===== src/rtl/rfu_disp_pkg.sv =====
`timescale 1ns/1ps
package rfu_disp_pkg;
    localparam int TAG_W    = 4;
    localparam int FUNC_W   = 2;
    localparam int LAT_W    = 4;
    localparam int NSRC     = 3;
    localparam int IDX_W    = 3;
    localparam int SRC_W    = IDX_W + 1;
    localparam int NUM_REGS = 1 << IDX_W;

    typedef enum logic [FUNC_W-1:0] {
        FN_SUM   = 2'd0,
        FN_XOR   = 2'd1,
        FN_ANDOR = 2'd2,
        FN_DIFF  = 2'd3
    } row_fn_e;

    typedef struct packed {
        logic             is_row;
        logic [IDX_W-1:0] idx;
    } src_sel_t;

    typedef struct packed {
        logic                      live;
        logic [TAG_W-1:0]          tag;
        row_fn_e                   fn;
        src_sel_t [NSRC-1:0]       src;
        logic [LAT_W-1:0]          lat;
    } row_cfg_t;
endpackage


===== src/rtl/shadow_rf.sv =====
`timescale 1ns/1ps
module shadow_rf
    import rfu_disp_pkg::*;
#(
    parameter int DATA_W = 16
) (
    input  logic                              clk,
    input  logic                              rst_n,
    input  logic                              we_i,
    input  logic [IDX_W-1:0]                  waddr_i,
    input  logic [DATA_W-1:0]                 wdata_i,
    output logic [NUM_REGS-1:0][DATA_W-1:0]   regs_o
);
    typedef struct packed {
        logic [NUM_REGS-1:0][DATA_W-1:0] regs;
    } rf_state_t;

    rf_state_t st_d, st_q;

    always_comb begin
        st_d = st_q;
        if (we_i) begin
            st_d.regs[waddr_i] = wdata_i;
        end
    end

    always_ff @(posedge clk or negedge rst_n) begin
        if (!rst_n) begin
            st_q <= '0;
        end else begin
            st_q <= st_d;
        end
    end

    assign regs_o = st_q.regs;
endmodule


===== src/rtl/row_slot_store.sv =====
`timescale 1ns/1ps
module row_slot_store
    import rfu_disp_pkg::*;
#(
    parameter int NUM_ROWS = 4,
    localparam int ROW_W = (NUM_ROWS > 1) ? $clog2(NUM_ROWS) : 1
) (
    input  logic                              clk,
    input  logic                              rst_n,
    input  logic                              cfg_wr_i,
    input  logic [ROW_W-1:0]                  cfg_row_i,
    input  row_cfg_t                          cfg_new_i,
    input  logic                              rf_we_i,
    input  logic [IDX_W-1:0]                  rf_waddr_i,
    output row_cfg_t [NUM_ROWS-1:0]           cfg_o,
    output logic [NUM_ROWS-1:0][LAT_W-1:0]    cnt_o,
    output logic [NUM_ROWS-1:0]               touch_o
);
    typedef struct packed {
        row_cfg_t [NUM_ROWS-1:0]            cfg;
        logic [NUM_ROWS-1:0][LAT_W-1:0]     cnt;
    } slot_state_t;

    slot_state_t st_d, st_q;
    logic [NUM_ROWS-1:0] touch;

    // A row is touched when a register it reads directly is on the write port.
    always_comb begin
        for (int i = 0; i < NUM_ROWS; i++) begin
            touch[i] = 1'b0;
            for (int k = 0; k < NSRC; k++) begin
                if (rf_we_i && st_q.cfg[i].live && !st_q.cfg[i].src[k].is_row &&
                    st_q.cfg[i].src[k].idx == rf_waddr_i) begin
                    touch[i] = 1'b1;
                end
            end
        end
    end

    always_comb begin
        st_d = st_q;
        for (int i = 0; i < NUM_ROWS; i++) begin
            if (st_q.cnt[i] != '0) begin
                st_d.cnt[i] = st_q.cnt[i] - LAT_W'(1);
            end
            if (touch[i]) begin
                st_d.cnt[i] = st_q.cfg[i].lat;
            end
            if (cfg_wr_i && cfg_row_i == ROW_W'(i)) begin
                st_d.cfg[i]      = cfg_new_i;
                st_d.cfg[i].live = 1'b1;
                st_d.cnt[i]      = cfg_new_i.lat;
            end
        end
    end

    always_ff @(posedge clk or negedge rst_n) begin
        if (!rst_n) begin
            st_q <= '0;
        end else begin
            st_q <= st_d;
        end
    end

    assign cfg_o   = st_q.cfg;
    assign cnt_o   = st_q.cnt;
    assign touch_o = touch;
endmodule


===== src/rtl/row_array_eval.sv =====
`timescale 1ns/1ps
module row_array_eval
    import rfu_disp_pkg::*;
#(
    parameter int DATA_W   = 16,
    parameter int NUM_ROWS = 4
) (
    input  logic [NUM_REGS-1:0][DATA_W-1:0]   regs_i,
    input  row_cfg_t [NUM_ROWS-1:0]           cfg_i,
    input  logic [NUM_ROWS-1:0][LAT_W-1:0]    cnt_i,
    input  logic [NUM_ROWS-1:0]               touch_i,
    output logic [NUM_ROWS-1:0][DATA_W-1:0]   val_o,
    output logic [NUM_ROWS-1:0]               rdy_o
);
    logic [NUM_ROWS-1:0][DATA_W-1:0] vals;
    logic [NUM_ROWS-1:0]             rdys;
    logic                            unused_fields;

    // Rows are evaluated in ascending order so a row sees the finished
    // outputs of every lower row it names as a source.
    always_comb begin
        logic [NSRC-1:0][DATA_W-1:0] opnd;
        logic                        deps_ok;
        vals = '0;
        rdys = '0;
        for (int i = 0; i < NUM_ROWS; i++) begin
            deps_ok = 1'b1;
            for (int k = 0; k < NSRC; k++) begin
                opnd[k] = '0;
                if (!cfg_i[i].src[k].is_row) begin
                    opnd[k] = regs_i[cfg_i[i].src[k].idx];
                end else begin
                    for (int j = 0; j < NUM_ROWS; j++) begin
                        if (j < i && cfg_i[i].src[k].idx == IDX_W'(j)) begin
                            opnd[k] = vals[j];
                            deps_ok = deps_ok & rdys[j];
                        end
                    end
                end
            end
            unique case (cfg_i[i].fn)
                FN_SUM:   vals[i] = opnd[0] + opnd[1] + opnd[2];
                FN_XOR:   vals[i] = opnd[0] ^ opnd[1] ^ opnd[2];
                FN_ANDOR: vals[i] = (opnd[0] & opnd[1]) | opnd[2];
                FN_DIFF:  vals[i] = opnd[0] - opnd[1] - opnd[2];
                default:  vals[i] = '0;
            endcase
            rdys[i] = cfg_i[i].live && (cnt_i[i] == '0) && !touch_i[i] && deps_ok;
        end
    end

    always_comb begin
        unused_fields = 1'b0;
        for (int i = 0; i < NUM_ROWS; i++) begin
            unused_fields = unused_fields ^ (^cfg_i[i].tag) ^ (^cfg_i[i].lat);
        end
    end

    assign val_o = vals;
    assign rdy_o = rdys;
endmodule


===== src/rtl/tag_select.sv =====
`timescale 1ns/1ps
module tag_select
    import rfu_disp_pkg::*;
#(
    parameter int NUM_ROWS = 4,
    localparam int ROW_W = (NUM_ROWS > 1) ? $clog2(NUM_ROWS) : 1
) (
    input  row_cfg_t [NUM_ROWS-1:0]   cfg_i,
    input  logic [TAG_W-1:0]          op_i,
    output logic                      hit_o,
    output logic                      multi_o,
    output logic [ROW_W-1:0]          sel_o
);
    logic [NUM_ROWS-1:0] match;
    logic                unused_fields;

    always_comb begin
        for (int i = 0; i < NUM_ROWS; i++) begin
            match[i] = cfg_i[i].live && (cfg_i[i].tag == op_i);
        end
    end

    // Scan from the top so the lowest matching row wins.
    always_comb begin
        sel_o = '0;
        for (int i = NUM_ROWS - 1; i >= 0; i--) begin
            if (match[i]) begin
                sel_o = ROW_W'(i);
            end
        end
        hit_o   = |match;
        multi_o = ($countones(match) > 1);
    end

    always_comb begin
        unused_fields = 1'b0;
        for (int i = 0; i < NUM_ROWS; i++) begin
            unused_fields = unused_fields ^ (^cfg_i[i].fn) ^ (^cfg_i[i].src) ^ (^cfg_i[i].lat);
        end
    end
endmodule


===== src/rtl/rfu_dispatch.sv =====
`timescale 1ns/1ps
module rfu_dispatch
    import rfu_disp_pkg::*;
#(
    parameter int DATA_W   = 16,
    parameter int NUM_ROWS = 4,
    localparam int ROW_W = (NUM_ROWS > 1) ? $clog2(NUM_ROWS) : 1
) (
    input  logic                      clk,
    input  logic                      rst_n,
    input  logic                      rf_we,
    input  logic [IDX_W-1:0]          rf_waddr,
    input  logic [DATA_W-1:0]         rf_wdata,
    input  logic                      issue_valid,
    input  logic [TAG_W-1:0]          issue_op,
    output logic                      stall,
    output logic                      wb_valid,
    output logic [DATA_W-1:0]         wb_data,
    output logic                      multi_hit,
    output logic                      cfg_req,
    output logic [TAG_W-1:0]          cfg_req_op,
    input  logic                      cfg_done,
    input  logic [ROW_W-1:0]          cfg_row,
    input  logic [TAG_W-1:0]          cfg_tag,
    input  logic [FUNC_W-1:0]         cfg_fn,
    input  logic [NSRC*SRC_W-1:0]     cfg_src,
    input  logic [LAT_W-1:0]          cfg_lat
);
    typedef struct packed {
        logic             pend;
        logic [TAG_W-1:0] op;
    } req_state_t;

    logic [NUM_REGS-1:0][DATA_W-1:0]  shadow;
    row_cfg_t [NUM_ROWS-1:0]          row_cfg;
    logic [NUM_ROWS-1:0][LAT_W-1:0]   row_cnt;
    logic [NUM_ROWS-1:0]              row_touch;
    logic [NUM_ROWS-1:0][DATA_W-1:0]  row_val;
    logic [NUM_ROWS-1:0]              row_rdy;
    logic                             op_hit;
    logic                             op_multi;
    logic [ROW_W-1:0]                 op_sel;
    logic                             op_go;
    row_cfg_t                         cfg_new;
    req_state_t                       st_d, st_q;

    always_comb begin
        cfg_new      = '0;
        cfg_new.live = 1'b1;
        cfg_new.tag  = cfg_tag;
        cfg_new.fn   = row_fn_e'(cfg_fn);
        cfg_new.src  = cfg_src;
        cfg_new.lat  = cfg_lat;
    end

    shadow_rf #(.DATA_W(DATA_W)) i_shadow (
        .clk     (clk),
        .rst_n   (rst_n),
        .we_i    (rf_we),
        .waddr_i (rf_waddr),
        .wdata_i (rf_wdata),
        .regs_o  (shadow)
    );

    row_slot_store #(.NUM_ROWS(NUM_ROWS)) i_slots (
        .clk        (clk),
        .rst_n      (rst_n),
        .cfg_wr_i   (cfg_done),
        .cfg_row_i  (cfg_row),
        .cfg_new_i  (cfg_new),
        .rf_we_i    (rf_we),
        .rf_waddr_i (rf_waddr),
        .cfg_o      (row_cfg),
        .cnt_o      (row_cnt),
        .touch_o    (row_touch)
    );

    row_array_eval #(.DATA_W(DATA_W), .NUM_ROWS(NUM_ROWS)) i_eval (
        .regs_i  (shadow),
        .cfg_i   (row_cfg),
        .cnt_i   (row_cnt),
        .touch_i (row_touch),
        .val_o   (row_val),
        .rdy_o   (row_rdy)
    );

    tag_select #(.NUM_ROWS(NUM_ROWS)) i_match (
        .cfg_i   (row_cfg),
        .op_i    (issue_op),
        .hit_o   (op_hit),
        .multi_o (op_multi),
        .sel_o   (op_sel)
    );

    // Miss request: raised one cycle after a miss, held until a row is written.
    always_comb begin
        st_d = st_q;
        if (cfg_done) begin
            st_d.pend = 1'b0;
        end else if (issue_valid && !op_hit && !st_q.pend) begin
            st_d.pend = 1'b1;
            st_d.op   = issue_op;
        end
    end

    always_ff @(posedge clk or negedge rst_n) begin
        if (!rst_n) begin
            st_q <= '0;
        end else begin
            st_q <= st_d;
        end
    end

    assign op_go      = op_hit && row_rdy[op_sel];
    assign stall      = issue_valid && !op_go;
    assign wb_valid   = issue_valid && op_go;
    assign wb_data    = wb_valid ? row_val[op_sel] : '0;
    assign multi_hit  = issue_valid && op_multi;
    assign cfg_req    = st_q.pend;
    assign cfg_req_op = st_q.op;
endmodule


===== config.mk =====
export PLATFORM = sky130hd
export DESIGN_NAME = rfu_dispatch
export DESIGN_NICKNAME = d
export VERILOG_FILES = /design/src/rtl/rfu_disp_pkg.sv /design/src/rtl/shadow_rf.sv /design/src/rtl/row_slot_store.sv /design/src/rtl/row_array_eval.sv /design/src/rtl/tag_select.sv /design/src/rtl/rfu_dispatch.sv
export SDC_FILE = /design/constraint.sdc
export NUM_CORES = 2
export LEC_CHECK = 0
export BUFFER_PORTS_ARGS = -buffer_cell sky130_fd_sc_hd__buf_2
export CELL_PAD_IN_SITES_DETAIL_PLACEMENT = 0
export CELL_PAD_IN_SITES_GLOBAL_PLACEMENT = 1
export CORE_UTILIZATION = 40
export DETAILED_ROUTE_END_ITERATION = 16
export GPL_TIMING_DRIVEN = 0
export PLACE_DENSITY = 0.77
export SLEW_MARGIN = 20
export SYNTH_ARGS = -nofsm -noshare
export SYNTH_HDL_FRONTEND = slang
export SYNTH_HIERARCHICAL = 1
export SYNTH_SLANG_ARGS = --single-unit

===== constraint.sdc =====
create_clock -name clk -period 22.1 [get_ports clk]
set_input_delay 2.21 -clock clk [delete_from_list [all_inputs] [get_ports clk]]
set_output_delay 2.21 -clock clk [all_outputs]
set_load 0.005 [all_outputs]

==> results.md <==
- Nets: 4,528
- Die Ht: 311 microns
- Final instance area: 41,300 sq um
- Syn_nets: 4,418
- First-pass iteration count of the detailed router: 5
- Grt total ovfl: 0
- WP data required: 19.89 ns
- Number of global-route vias before repair: 33.8k
- Hold Crit Class: reg -> reg
- MaxCap Viol Count: 0
- Initial antenna violation count: 7
- Core ar.: 94,000 sq um
- Yosys warning count: 6
- Setup violations, final: 0
- Fillers: 9,195
- Slowest stage delay, CP: 0.85 ns
- Row Count: 112
- CTS buffer count: 27
- Clock slew seen by the registers of the worst setup and hold paths: 0.06 ns
- Dpl ws: 1.82 ns
- Final min period: 21.16 ns
- Clock insertion delay at the later pin of the skew report: 0.59 ns
- Root Driver: clkbuf_16
- Total Routing Usage GR: 34.6%
- Final period util: 95.7%
- Initial Util: 40.6%
- Fmax: 47.3 MHz
- Die width: 311 microns
- # H-tree levels: 1
- # resized after CTS: 0
- Worst EP arrival: 18.95 ns
- CTS tree: yes
- Final ANT Viol Nets: 0
- Max Slew Vio Count: 0
- Final worst setup slack: 0.945 ns
- Clk sinks: 241
- Worst-case clock skew: 0.0169 ns
- Multi-input gate area: 29,200 sq um
- Avg Inst Size Synth: 9.44 sq um
- Post-Syn Area: 38,200 sq um
- Endpoint type of the worst setup path: output pin
- Vias: 35.3k
- Routability congestion estimate: 1.10
- DP Wirelength: 140 mm
- Area Growth Syn to Fin: 8.01%
- Cts hold-fix bufs: 0
- CTS Buffer Depth: 3
- Final wirelength: 171 mm
- First-pass GRT wire length: 245 mm
- Largest net degree at the start of global routing: 97
- Critical Path Fanout Max: 10
- Setup_tns: 0 ns
- Share of layout cells above drive strength 1: 19.4%
- Vias per inst: 6.50
- IO buf count: 73
- Synth Instances: 4,048
- Placed Area: 40,300 sq um
- Most used cell along the critical path: o21ai_0
- Worst Setup Start Kind: flip-flop
- Die Area: 96,800 sq um
- DR DRC count: 0
- Post-CTS setup repair buffer count: 0
- Status: finished, final reports clean
- Most frequent cells in the layout: nand2_1, mux4_2, inv_1
- I/O pin total: 76
- Crit Path Class: reg -> out
- Final hold vios: 0
- Register Area: 6030 sq um
- Worst slew pin tran: 1.27 ns
- Initial DRC Count: 4,400
- Slowest CP cell: o21ai_1
- RSZ-0062 raised after global routing: false
- Relative slew margins: 14.9%
- Per-cell routed wire length: 31.4 microns
- Most common cell after layout, fill and taps aside: nand2_1
path summary, 6_finish.rpt:
check / slack [ns] / to / start / cells after the start
min reg2reg: 0.47 / i_slots/cfg_o[47]$_DFFE_PN0P_ / i_slots/cfg_o[47]$_DFFE_PN0P_ / 2
max: 0.94 / wb_data[15] / i_slots/cfg_o[4]$_DFFE_PN0P_ / 57
max reg2reg: 19.84 / cfg_req_op[2]$_DFFE_PN0P_ / i_slots/cfg_o[21]$_DFFE_PN0P_ / 7
min in group asynchronous: 1.58 / i_slots/cnt_o[2]$_DFFE_PN0P_ / rst_n / 1
max in group asynchronous: 19.60 / i_shadow/regs_o[56]$_DFFE_PN0P_ / rst_n / 2
min: 0.47 / i_slots/cfg_o[47]$_DFFE_PN0P_ / i_slots/cfg_o[47]$_DFFE_PN0P_ / 2
flip-flops by register name (all words and copies together), names as in the netlist:
signal and count:
i_shadow/regs_o 128, i_slots/cfg_o 92, i_slots/cnt_o 16, cfg_req_op 4, cfg_req 1
per-layer routing:
metal,track usage (%),part of all wire (%),vias to the layer above
met4,13.0,4.8,6
met2,52.9,43,2268
met1,45.7,39,17700
met5,0,0.022,-
met3,10.9,12,472
li1,-,-,14900
layout make-up:
| cell class | count | area share (%) |
|---|---|---|
| Antenna cell | 4 | 0.0243 |
| Sequential cell | 241 | 14.6 |
| Inverter | 347 | 3.16 |
| Tap cell | 1254 | 3.80 |
| Clock buffer | 33 | 1.76 |
| Clock inverter | 15 | 0.509 |
| Timing Repair Buffer | 81 | 1.20 |
| Buffer | 400 | 4.07 |
| Multi-Input combinational cell | 3060 | 70.9 |
critical path, delay by kind of cell (launching register included):
| kind | cells | cell delay (ns) |
|---|---|---|
| compound gates | 25 | 6.99 |
| xor+xnor | 3 | 0.55 |
| fa+ha+maj | 8 | 3.61 |
| buf+inv | 9 | 3.36 |
| flops | 1 | 0.41 |
| mux | 5 | 2.28 |
| simple gates | 7 | 1.08 |
per-stage QoR:
stage | cells | hold WS [ns] | utilization, %
floorplan | 4048 | 0.438 | -
global placement | 5375 | 0.453 | 42.7
detailed placement | 5383 | 0.457 | 42.9
CTS | 5431 | 0.470 | 43.9
global route | 5432 | 0.490 | 43.9
finish | 5435 | 0.468 | 43.9
Power is left out: the tool's default activity adds up to more than one toggle a clock period on the data nets, which glitch-free logic cannot reach.
